`src/rtl/keyed_wdog.sv`:
```
module keyed_wdog #(
  parameter int HALF_SEC_CYCLES = 25_000_000,
  parameter int PULSE_CYCLES    = 16,
  parameter int ADDR_W          = 8
) (
  input  logic              clk,
  input  logic              rst_n,
  input  logic              bus_en,
  input  logic              bus_wr,
  input  logic [ADDR_W-1:0] bus_addr,
  input  logic [31:0]       bus_wdata,
  output logic [31:0]       bus_rdata,
  output logic              sys_rst_req,
  output logic              irq
);
  localparam int PW = (HALF_SEC_CYCLES > 1) ? $clog2(HALF_SEC_CYCLES) : 1;
  localparam int RW = $clog2(PULSE_CYCLES + 1);
  localparam logic [PW-1:0] PRESC_LAST = PW'(HALF_SEC_CYCLES - 1);
  localparam logic [ADDR_W-1:0] CTRL_OFS = ADDR_W'(8'h10);
  localparam logic [ADDR_W-1:0] CFG_OFS  = ADDR_W'(8'h14);
  localparam logic [ADDR_W-1:0] MODE_OFS = ADDR_W'(8'h18);
  localparam logic [12:0] RESTART_WORD = 13'h14AF;

  logic          en;
  logic [3:0]    code;
  logic [1:0]    act;
  logic          irq_q;
  logic [5:0]    cnt;
  logic [PW-1:0] presc;
  logic [RW-1:0] rst_left;

  function automatic logic [5:0] half_units(input logic [3:0] c);
    if (c == 4'h0)      half_units = 6'd1;
    else if (c <= 4'h6) half_units = {1'b0, c, 1'b0};
    else if (c <= 4'hB) half_units = 6'({c, 2'b00} - 6'd12);
    else                half_units = 6'd32;
  endfunction

  wire wr_ctrl = bus_en & bus_wr & (bus_addr == CTRL_OFS);
  wire wr_cfg  = bus_en & bus_wr & (bus_addr == CFG_OFS);
  wire wr_mode = bus_en & bus_wr & (bus_addr == MODE_OFS);

  wire       restart     = wr_ctrl & (bus_wdata[12:0] == RESTART_WORD);
  wire       new_en      = bus_wdata[0];
  wire [3:0] new_code    = bus_wdata[7:4];
  wire       mode_reload = wr_mode & new_en & (!en | (new_code != code));
  wire       mode_stop   = wr_mode & !new_en;
  wire       reload      = restart | mode_reload;
  wire [3:0] load_code   = mode_reload ? new_code : code;

  wire tick   = en & (presc == PRESC_LAST);
  wire expire = tick & (cnt == 6'd1) & !reload & !mode_stop;

  logic unused_bits;
  assign unused_bits = ^bus_wdata[31:13];

  always_ff @(posedge clk or negedge rst_n) begin
    if (!rst_n) begin
      en       <= 1'b0;
      code     <= 4'h0;
      act      <= 2'b00;
      irq_q    <= 1'b0;
      cnt      <= 6'd0;
      presc    <= '0;
      rst_left <= '0;
    end else begin
      if (wr_mode) begin
        en   <= new_en;
        code <= new_code;
      end
      if (wr_cfg) act <= bus_wdata[1:0];

      if (expire && act == 2'b10)       irq_q <= 1'b1;
      else if (wr_cfg && bus_wdata[8])  irq_q <= 1'b0;

      if (reload) begin
        cnt   <= half_units(load_code);
        presc <= '0;
      end else if (en) begin
        if (tick) begin
          presc <= '0;
          cnt   <= (cnt == 6'd1) ? half_units(code) : cnt - 6'd1;
        end else begin
          presc <= presc + 1'b1;
        end
      end

      if (expire && act == 2'b01)  rst_left <= RW'(PULSE_CYCLES);
      else if (rst_left != '0)     rst_left <= rst_left - 1'b1;
    end
  end

  assign sys_rst_req = (rst_left != '0);
  assign irq         = irq_q;

  always_comb begin
    bus_rdata = '0;
    if (bus_en && !bus_wr) begin
      if (bus_addr == CFG_OFS)       bus_rdata = {23'd0, irq_q, 6'd0, act};
      else if (bus_addr == MODE_OFS) bus_rdata = {24'd0, code, 3'd0, en};
    end
  end

  assert_ctrl_reads_zero_R2: assert property (@(posedge clk) disable iff (!rst_n)
    (bus_en && !bus_wr && bus_addr == CTRL_OFS) |-> bus_rdata == 32'd0);

  assert_rst_only_reset_action_R9: assert property (@(posedge clk) disable iff (!rst_n)
    $rose(sys_rst_req) |-> act == 2'b01);

  assert_irq_only_irq_action_R10: assert property (@(posedge clk) disable iff (!rst_n)
    $rose(irq) |-> $past(act) == 2'b10);

  assert_stopped_no_expiry_R8: assert property (@(posedge clk) disable iff (!rst_n)
    !en |=> !$rose(sys_rst_req) && !$rose(irq));

  assert_count_in_range_R5: assert property (@(posedge clk) disable iff (!rst_n)
    en |-> (cnt != 6'd0) && (cnt <= 6'd32));

  assert_bad_key_no_reload_R4: assert property (@(posedge clk) disable iff (!rst_n)
    (wr_ctrl && !restart && en && !tick) |=> cnt == $past(cnt));
endmodule

```
`config.mk`:
```
export PLATFORM = sky130hd
export DESIGN_NAME = keyed_wdog
export DESIGN_NICKNAME = d
export VERILOG_FILES = /design/src/rtl/keyed_wdog.sv
export SDC_FILE = /design/constraint.sdc
export NUM_CORES = 1
export LEC_CHECK = 0
export ABC_AREA = 1
export ABC_CLOCK_PERIOD_IN_PS = 3850
export BUFFER_PORTS_ARGS = -buffer_cell sky130_fd_sc_hd__buf_4
export CAP_MARGIN = 40
export CORE_MARGIN = 2
export CORE_UTILIZATION = 59
export CTS_CLUSTER_SIZE = 12
export DETAILED_ROUTE_END_ITERATION = 6
export HOLD_SLACK_MARGIN = 0.1
export PLACE_DENSITY = 0.94
export SLEW_MARGIN = 10
export SYNTH_ARGS = -nofsm -noshare
export SYNTH_HDL_FRONTEND = slang
export SYNTH_SLANG_ARGS = --single-unit
```
`constraint.sdc`:
```
create_clock -name clk -period 3.85 [get_ports clk]
set_clock_uncertainty 0.1 [all_clocks]
set_input_delay 0.77 -clock clk [delete_from_list [all_inputs] [get_ports clk]]
set_output_delay 0.77 -clock clk [all_outputs]
set_load 0.05 [all_outputs]
```
==> impl_results.md <==
* Run status: finished clean
* Synth warnings at 0
* Ratio of cells with drive above 1 in the final layout at 0.103
* Die Footprint at 0.00649 mm²
* Final Routed Wirelength at 8330 µm
* Count of final setup violators at 0
* GRT Overall Usage at 0.277
* CTS clock-pin slew for the worst setup and hold paths at 0.09 ns
* Fill cells at 472
* Synth Area in Adders at 0.0362
* Rows at 27
* Worst r2r src: presc[0]
* Netlist cell types at 40
* GRT Residual Overflow at 0
* Die Ht at 80.6 µm
* Asr flop ratio synth at 1.00
* Final instance area at 0.00377 mm²
* Worst Setup End Kind: primary output
* Minimum clock period at 2.86 ns
* DR WL/cell at 13.6 µm
* Vias after detailed routing at 3422
* TritonCTS buffer count at 5
* Peak Freq at 349 MHz
* Non-filler cells, final at 614
* CP endpoint: bus_rdata[8]
* Final Util at 0.676
* Crit path max fanout at 4
* Number of I/O pins at 78
* Synth Flop Type: dfrtp_1
* Critical path class: in -> out
* Worst R2R End: rst_left[0]
* Clk root buf: clkbuf_8
* VDD IR max at 0.227 mV
* Post-CTS Resized at 0
* CTS tree: built
* Most frequent cells in the layout: 102 x nand2_1, 77 x inv_1, 61 x nor2_1
* Worst path top cell family by delay: simple AND/OR/NAND/NOR gates
* Clock group share of total power at 0.312
* Post-synthesis average cell area at 6.81 µm²
* Seq/Total Area, Yosys at 0.318
* Clk_lat worst skew at 0.31 ns
* Max Slew Vio Count at 0
* Worst reg2reg path depth at 9
* Commonest non-fill, non-tap cell in the layout: nand2_1
* Sequential power share at 0.465
* Final nets at 595
* DP HPWL at 6140 µm
* Routability cong. at 0.960
* Comb power frac at 0.223
* Worst reg2reg setup slack at 1.17 ns
* Dpl cells at 606
* Initial antenna violation count at 0
* Arrival time at the worst endpoint at 1.99 ns
* CTS Hold Bufs at 0
* DRC Markers at 0
* Buf/Inv on CP at 5
* Post-synthesis cell count at 508
* RSZ-0062 raised after global routing: no
* Worst Max-Slew Pin Slew at 0.569 ns
* DR iter-0 viols at 291
* Compound-Gate Fraction of Synth Area at 0.108
* Worst EP required at 2.98 ns
* Crit path max-delay cell type: buf_4
* Clock Path Buffers at 2
* CP Cell Sequence: buf_4 -> inv_1 -> nand2_1 -> nor3_1 -> inv_1 -> nor2_1 -> inv_1 -> nor3_1 -> buf_4
* Cell seen most often among critical-path stages: inv_1
* EDFF count, synth at 0
* Area grow syn2layout at 8.97%
* PD cells at 338 mW/mm²
* Worst path max stage delay at 0.25 ns
* Initial Util at 0.620
* Largest family of logic cells by synthesized area: simple AND/OR/NAND/NOR gates
* Max-slew headroom at 0.619
* Post-Synth Simple-Gate Area at 0.349
* Leak pwr at 1.96 nW
* Internal power at 842 µW
* Global-route wire length before repair at 14300 µm
* #FFs+latches synth at 44
* Fin Setup TNS at 0 ns
* DP Area at 0.00364 mm²
* Core Area at 0.00557 mm²
* 1st-pass router iterations at 6
* Postcts setup bufs at 0
* Sw Ratio at 0.339
* Final hold violation count at 0
* Startpoint Class: input pin
* Top cell type's share of synthesized area at 0.318
* Tightest Hold Check Type: in -> async
* Synth Area in XOR/XNOR at 0.0279
* Vias in the first global route at 3315
* Number of H-tree levels at 2
* CP Launch Point: bus_addr[0]
* Top post-synthesis cells by area: dfrtp_1 32%, nand2_1 11%, inv_1 8.4%, nor2_1 6.6%, nand3_1 5.5%
* Largest net degree at the start of global routing at 45
* Final period util at 0.744
* Max Cap Viol at 0
* Vias/cell at 5.57
* Worst path depth at 9
* PortBufs at 33
* Final Hold Slack at 0.349 ns
* Die span in x at 80.6 µm
* Largest area contributor in the netlist: dfrtp_1
* Clock Sinks at 44
* Net switching power at 432 µW
* ANT cells at 0
* Mux cell area share after synthesis at 0
* Antenna-violating nets left at 0
* Synthesized cell area at 0.00346 mm²
## worst min path at each step
stage	to	slack, ns	cells after the start
global placement	presc[12]	0.41	2
finish	presc[13]	0.35	1
detailed placement	presc[23]	0.43	2
CTS	presc[13]	0.38	1
global route	presc[18]	0.40	1
floorplan	act[0]	0.37	0
## Yosys cell counts (6+ instances only)
cell	count
nand2_1	102
inv_1	77
nor2_1	61
dfrtp_1	44
nand3_1	38
a21oi_1	27
nor3_1	26
buf_4	25
o21ai_0	21
nand4_1	16
ha_1	10
xor2_1	10
nor4_1	6
## metrics by stage
| stage | setup slack (ns) | total power [mW] |
|---|---|---|
| finish | 0.986 | 1.27 |
| global route | 0.833 | 1.34 |
| CTS | 1.01 | 1.27 |
| detailed placement | 0.970 | 0.877 |
| global placement | 1.03 | 0.861 |
| floorplan | 0.604 | 0.820 |
## state kept, by name, summed over array words and instances (netlist names)
name / count
en: 1
cnt: 6
code: 4
irq: 1
presc: 25
rst_left: 5
act: 2
## final cells by class
| type | count | area [µm²] | area share |
|---|---|---|---|
| clock buffer | 7 | 96.3 | 0.0256 |
| tap | 72 | 90.1 | 0.0239 |
| inverter | 81 | 307 | 0.0813 |
| multi-input combinational | 376 | 1900 | 0.503 |
| sequential | 44 | 1100 | 0.292 |
| clock inverter | 1 | 30.0 | 0.00797 |
| timing repair buffer | 33 | 248 | 0.0657 |
## cells by family after synthesis
group | count (synthesis)
buf+inv | 112
flops | 44
other cells | 1
fa+ha+maj | 10
simple gates | 264
compound gates | 66
xor+xnor | 11
## layer usage
metal,track usage,part of all wire
met1,0.333,0.42
met2,0.493,0.50
met3,0.0517,0.068
met4,0.0983,0.013
met5,0,0
## power groups by stage
stage	Sequential (mW)	Combinational [mW]	Clock, mW
2_1_floorplan	0.575	0.245	0
3_3_place_gp	0.596	0.265	0
3_5_place_dp	0.597	0.280	0
4_1_cts	0.589	0.283	0.399
5_1_grt	0.602	0.318	0.425
6_report	0.592	0.284	0.398
(Power assumes the default switching activity.)
